## config.mk

```make
export PLATFORM = sky130hd
export DESIGN_NAME = lks_key_expander
export DESIGN_NICKNAME = d
export VERILOG_FILES = /design/src/rtl/lks_pkg.sv /design/src/rtl/lks_lane_unit.sv /design/src/rtl/lks_rk_pack.sv /design/src/rtl/lks_seq.sv /design/src/rtl/lks_key_expander.sv
export SDC_FILE = /design/constraint.sdc
export NUM_CORES = 1
export LEC_CHECK = 0
export CORE_AREA = 2 2 182 184
export CTS_CLUSTER_DIAMETER = 120
export CTS_CLUSTER_SIZE = 14
export DETAILED_ROUTE_END_ITERATION = 8
export DIE_AREA = 0 0 184 186
export DONT_BUFFER_PORTS = 1
export GPL_ROUTABILITY_DRIVEN = 1
export PLACE_DENSITY = 0.8
export SKIP_CTS_REPAIR_TIMING = 1
export SLEW_MARGIN = 10
export SYNTH_ARGS = -nofsm -noshare
export SYNTH_HDL_FRONTEND = slang
export SYNTH_SLANG_ARGS = --single-unit
```

## constraint.sdc

```tcl
create_clock -name clk -period 7.05 [get_ports clk]
set_clock_uncertainty 0.2 [all_clocks]
set_input_delay 0.705 -clock clk [delete_from_list [all_inputs] [get_ports clk]]
set_output_delay 0.705 -clock clk [all_outputs]
set_load 0.01 [all_outputs]
```

## src/rtl/lks_pkg.sv

```systemverilog
package lks_pkg;
  localparam int WORD_W    = 32;
  localparam int NUM_LANES = 4;
  localparam int RK_WORDS  = 6;
  localparam int ROUNDS    = 24;
  localparam int IDX_W     = $clog2(ROUNDS);
  localparam int ROT_W     = $clog2(WORD_W);
  localparam int KEY_W     = WORD_W * NUM_LANES;
  localparam int RK_W      = WORD_W * RK_WORDS;
  localparam int KEY_ROT   = 8;

  typedef logic [WORD_W-1:0] word_t;
  typedef logic [NUM_LANES-1:0][WORD_W-1:0] lane_vec_t;

  function automatic word_t rotl(input word_t x, input logic [ROT_W-1:0] s);
    logic [ROT_W-1:0] back;
    back = ROT_W'(WORD_W - int'(s));
    return (x << s) | (x >> back);
  endfunction

  function automatic word_t delta(input logic [1:0] sel);
    case (sel)
      2'd0:    return 32'hc3efe9db;
      2'd1:    return 32'h44626b02;
      2'd2:    return 32'h79e27c8a;
      default: return 32'h78df30ec;
    endcase
  endfunction

  function automatic logic [ROT_W-1:0] out_rot(input int lane);
    case (lane)
      0:       return ROT_W'(1);
      1:       return ROT_W'(3);
      2:       return ROT_W'(6);
      default: return ROT_W'(11);
    endcase
  endfunction

  // lane feeding each round-key word slot
  function automatic int slot_lane(input int slot);
    case (slot)
      0:       return 0;
      2:       return 2;
      4:       return 3;
      default: return 1;
    endcase
  endfunction

  function automatic word_t lane_step(input word_t w, input logic [IDX_W-1:0] idx,
                                      input int lane);
    logic [ROT_W-1:0] amt;
    amt = ROT_W'(idx) + ROT_W'(lane);
    return rotl(w + rotl(delta(idx[1:0]), amt), out_rot(lane));
  endfunction
endpackage

```

## src/rtl/lks_lane_unit.sv

```systemverilog
module lks_lane_unit
  import lks_pkg::*;
#(
  parameter int LANE = 0
) (
  input  word_t            cur,
  input  logic [IDX_W-1:0] idx,
  output word_t            nxt
);
  assign nxt = lane_step(cur, idx, LANE);
endmodule

```

## src/rtl/lks_rk_pack.sv

```systemverilog
module lks_rk_pack
  import lks_pkg::*;
(
  input  lane_vec_t        lanes,
  output logic [RK_W-1:0]  rk
);
  for (genvar s = 0; s < RK_WORDS; s++) begin : g_slot
    assign rk[s*WORD_W +: WORD_W] = lanes[slot_lane(s)];
  end
endmodule

```

## src/rtl/lks_seq.sv

```systemverilog
module lks_seq
  import lks_pkg::*;
(
  input  logic             clk,
  input  logic             rst_n,
  input  logic             start,
  output logic             fire,
  output logic [IDX_W-1:0] round_idx,
  output logic             last_evt
);
  localparam logic [IDX_W-1:0] LAST = IDX_W'(ROUNDS - 1);

  logic             run_q;
  logic [IDX_W-1:0] nxt_q;

  assign fire      = start | run_q;
  assign round_idx = start ? '0 : nxt_q;
  assign last_evt  = fire && (round_idx == LAST);

  always_ff @(posedge clk or negedge rst_n) begin
    if (!rst_n) begin
      run_q <= 1'b0;
      nxt_q <= '0;
    end else if (fire) begin
      run_q <= !last_evt;
      nxt_q <= round_idx + 1'b1;
    end else begin
      run_q <= 1'b0;
    end
  end
endmodule

```

## src/rtl/lks_key_expander.sv

```systemverilog
module lks_key_expander
  import lks_pkg::*;
(
  input  logic                     clk,
  input  logic                     rst_n,
  input  logic                     start,
  input  logic [KEY_W-1:0]         key,
  output logic                     rk_valid,
  output logic [IDX_W-1:0]         rk_index,
  output logic [RK_W-1:0]          rk
);
  logic             fire;
  logic             last_evt;
  logic [IDX_W-1:0] round_idx;
  lane_vec_t        state_q;
  lane_vec_t        src;
  lane_vec_t        nxt;
  logic [RK_W-1:0]  rk_d;

  lks_seq u_seq (
    .clk       (clk),
    .rst_n     (rst_n),
    .start     (start),
    .fire      (fire),
    .round_idx (round_idx),
    .last_evt  (last_evt)
  );

  for (genvar j = 0; j < NUM_LANES; j++) begin : g_lane
    assign src[j] = start ? rotl(key[j*WORD_W +: WORD_W], ROT_W'(KEY_ROT)) : state_q[j];
    lks_lane_unit #(.LANE(j)) u_lane (
      .cur (src[j]),
      .idx (round_idx),
      .nxt (nxt[j])
    );
  end

  lks_rk_pack u_pack (
    .lanes (nxt),
    .rk    (rk_d)
  );

  always_ff @(posedge clk or negedge rst_n) begin
    if (!rst_n) begin
      state_q  <= '0;
      rk       <= '0;
      rk_index <= '0;
      rk_valid <= 1'b0;
    end else if (fire) begin
      state_q  <= nxt;
      rk       <= rk_d;
      rk_index <= round_idx;
      rk_valid <= 1'b1;
    end else begin
      rk_valid <= 1'b0;
    end
  end
endmodule

```

==> flow_metrics.env <==
export IMPL_status="complete, no violations"
export IMPL_critical_path_class="register to register"
export IMPL_dp_hpwl_um=54700
export IMPL_syn_nets=3137
export IMPL_cts_made_buffers=17
export IMPL_final_nets=2925
export IMPL_vias=22500
export IMPL_power_leakage_nw=8.59
export IMPL_post_synth_num_cell_types=90
export IMPL_finalCoreUtilization_pct=65.0
export IMPL_routed_wl_um=75900
export IMPL_final_cell_mix="nand2_1 (344), a21oi_1 (307), nor2_1 (262)"
export IMPL_synth_edf_count=0
export IMPL_min_period_over_period_pct=87.3
export IMPL_synth_top_cell_area_share_pct=17.0
export IMPL_fmax_mhz=163
export IMPL_cts_tree="yes"
export IMPL_fin_crit_ps=6150
export IMPL_end_kind="register"
export IMPL_multiInputGateArea_um2=15600
export IMPL_slew_headroom_pct=18.1
export IMPL_dp_cells=3041
export IMPL_drv_cap=0
export IMPL_clock_latency_ps=480
export IMPL_drc=0
export IMPL_io_pins=329
export IMPL_postSynthAreaPerCell_um2=7.21
export IMPL_cts_sinks=140
export IMPL_synth_area_um2=20700
export IMPL_hp_class="primary input to async pin"
export IMPL_dieArea_um2=34200
export IMPL_yosysWarnings=0
export IMPL_synth_area_leaders="dfrtp_1 (17%), ha_1 (8.3%), a21oi_1 (7.4%), mux2_2 (7.1%), nand2_1 (6.3%)"
export IMPL_die_height_um=186
export IMPL_track_usage_pct=43.0
export IMPL_die_width_um=184
export IMPL_htree_levels=4
export IMPL_synth_top_cell_by_area="dfrtp_1"
export IMPL_layout_drive_gt1_share_pct=10.1
export IMPL_final_common_cell="nand2_1"
export IMPL_dr_pass1_iters=7
export IMPL_fin_cells=3075
export IMPL_async_reset_ff_share_pct=100
export IMPL_slowest_stage="xnor2_1"
export IMPL_rows=66
export IMPL_grt_overflow=0
export IMPL_wl_per_cell_um=24.7
export IMPL_cp_max_fo=26
export IMPL_start_kind="register"
export IMPL_initial_core_util_pct=64.1
export IMPL_seq_area_um2=3500
export IMPL_critPathMaxStageDelay_ps=920
export IMPL_via_per_inst=7.33
export IMPL_slew_viol_final=0
export IMPL_ctsLongestPathBuffers=2
export IMPL_antenna_left=0
export IMPL_cp_cell_sequence="nor2b_2 > buf_4 > ha_1 > nand2_1 > o311a_1 > and3_1 > xnor2_1 > a32oi_1 > o21ai_0 > ha_1 > inv_1 > fa_1 > nand2b_1 > a21oi_1 > o21ai_0 > o2111a_1 > nor2_1 > a211oi_1 > or4b_2 > nand3_1"
export IMPL_grt_max_degree=175
export IMPL_fillers=2851
export IMPL_cts_root_buf="clkbuf_16"
export IMPL_synth_seq_cells=140
export IMPL_worstMarginPinSlew_ps=1220
export IMPL_p_per_area_nw_per_um2=407
export IMPL_rsz0062_at_grt="no"
export IMPL_finalSetupTns_ps=0
export IMPL_synthCells=2865
export IMPL_antenna_found_initial=2
export IMPL_cp_required_ps=7270
export IMPL_cts_reportedPaths_clkPinSlew_ps=80
export IMPL_grt_pass1_vias=20800
export IMPL_fp_coreArea_um2=32200
export IMPL_setup_viol=0
export IMPL_syn2layout_area_growth_pct=1.31
export IMPL_port_buffers=0
export IMPL_finalHoldViolCount=0
export IMPL_grt_pass1_wl_um=116000
export IMPL_gp_congestion=1.04
export IMPL_arrival_ps=6380
export IMPL_drtIter0Drc=2749
export IMPL_ys_dominant_reg_cell="dfrtp_1"
export IMPL_ir_drop_uv=295
export IMPL_ys_seq_area_share_pct=17.0
==> registers in the layout, indices dropped and copies added, names as in the netlist <==
register,flops
u_seq.run_q,1
state_q,124
rk_valid,1
u_seq.nxt_q,5
rk,4
rk_index,5
==> stage by stage <==
| stage | worst slack, ps | total power, W | cell area (um^2) | hold WS (ps) |
|---|---|---|---|---|
| after floorplan | 630 | 0.00624 | 20700 | 209 |
| after global placement | 868 | 0.00718 | 20300 | 212 |
| after detailed placement | 774 | 0.00734 | 20300 | 212 |
| after CTS | 1110 | 0.00834 | 20900 | -283 |
| after global routing | 637 | 0.00910 | 20900 | 16.6 |
| final | 896 | 0.00852 | 20900 | 26.7 |
==> layer usage <==
| layer | wire length (um) | vias up | global-route usage (%) |
|---|---|---|---|
| met2 | 34800 | 1544 | 70.5 |
| met4 | 4130 | 2 | 22.3 |
| met1 | 29100 | 10500 | 53.6 |
| met5 | 11 | - | 0 |
| met3 | 7770 | 319 | 8.61 |
| li1 | - | 10100 | - |
==> critical path, delay by kind of cell, from the launching register on <==
family	cells	cell delay [ps]
DFF	1	350
adders and majority gates	3	1040
xor gates and xnor gates	1	920
buffers and inverters	2	450
and+or+nand+nor	7	1640
AOI/OAI and AO/OA	7	1490
==> kinds of logic after synthesis <==
kind of cell               count (synthesis)  share of synthesized area, %
AOI/OAI and AO/OA                       1088                          33.8
xor gates and xnor gates                 116                          5.02
adders and majority gates                142                          8.73
buffers and inverters                    338                          7.53
DFF                                      140                          17.0
muxes                                    166                          9.03
and+or+nand+nor                          875                          18.9
==> cells in the mapped netlist, types with 15 or more instances <==
library cell    n
a221oi_1       23
a21o_1         82
o21ai_0       257
buf_2          22
ha_1          137
o22ai_1        15
buf_1          30
a221o_1        22
clkbuf_1      179
nor3_1         49
nand3_1        60
nand2_1       344
and3_1         19
a31oi_1        41
nand2b_1       29
nor2b_1        20
xnor2_1        60
a32oi_1        16
nor2_1        263
xor2_1         54
o21bai_1       20
mux2_2        130
and2_1         17
dfrtp_1       140
a21oi_1       307
o31ai_1        23
buf_4          67
mux2i_1        32
o211ai_1       37
inv_1          35
o21a_1         18
o221ai_1       40
a211oi_1       73
==> layout make-up <==
| class | count | area share [%] |
|---|---|---|
| inverter | 39 | 0.711 |
| tap | 408 | 2.44 |
| clock buffer | 17 | 2.03 |
| clock inverter | 15 | 0.735 |
| timing repair buffer | 68 | 2.59 |
| sequential | 140 | 16.7 |
| antenna | 1 | 0.0120 |
| multi-input combinational | 2387 | 74.7 |
==> report_power, final <==
group,switching [W],internal (W)
clock,0.000471,0.000498
sequential,0.000748,0.00123
combinational,0.00330,0.00227
==> final timing paths <==
path | startpoint | to | slack (ps) | cells after the start
max | u_seq.nxt_q[1]$_DFFE_PN0P_ | state_q[105]$_DFFE_PN0P_ | 900 | 20
min | rst_n | state_q[28]$_DFFE_PN0P_ | 30 | 1
max reg2reg | u_seq.nxt_q[1]$_DFFE_PN0P_ | state_q[105]$_DFFE_PN0P_ | 900 | 20
min reg2reg | state_q[1]$_DFFE_PN0P_ | state_q[1]$_DFFE_PN0P_ | 370 | 2
max in group asynchronous | rst_n | state_q[99]$_DFFE_PN0P_ | 6050 | 1
min in group clk | start | rk_index[3]$_DFFE_PN0P_ | 110 | 1
(Power assumes the default switching activity.)
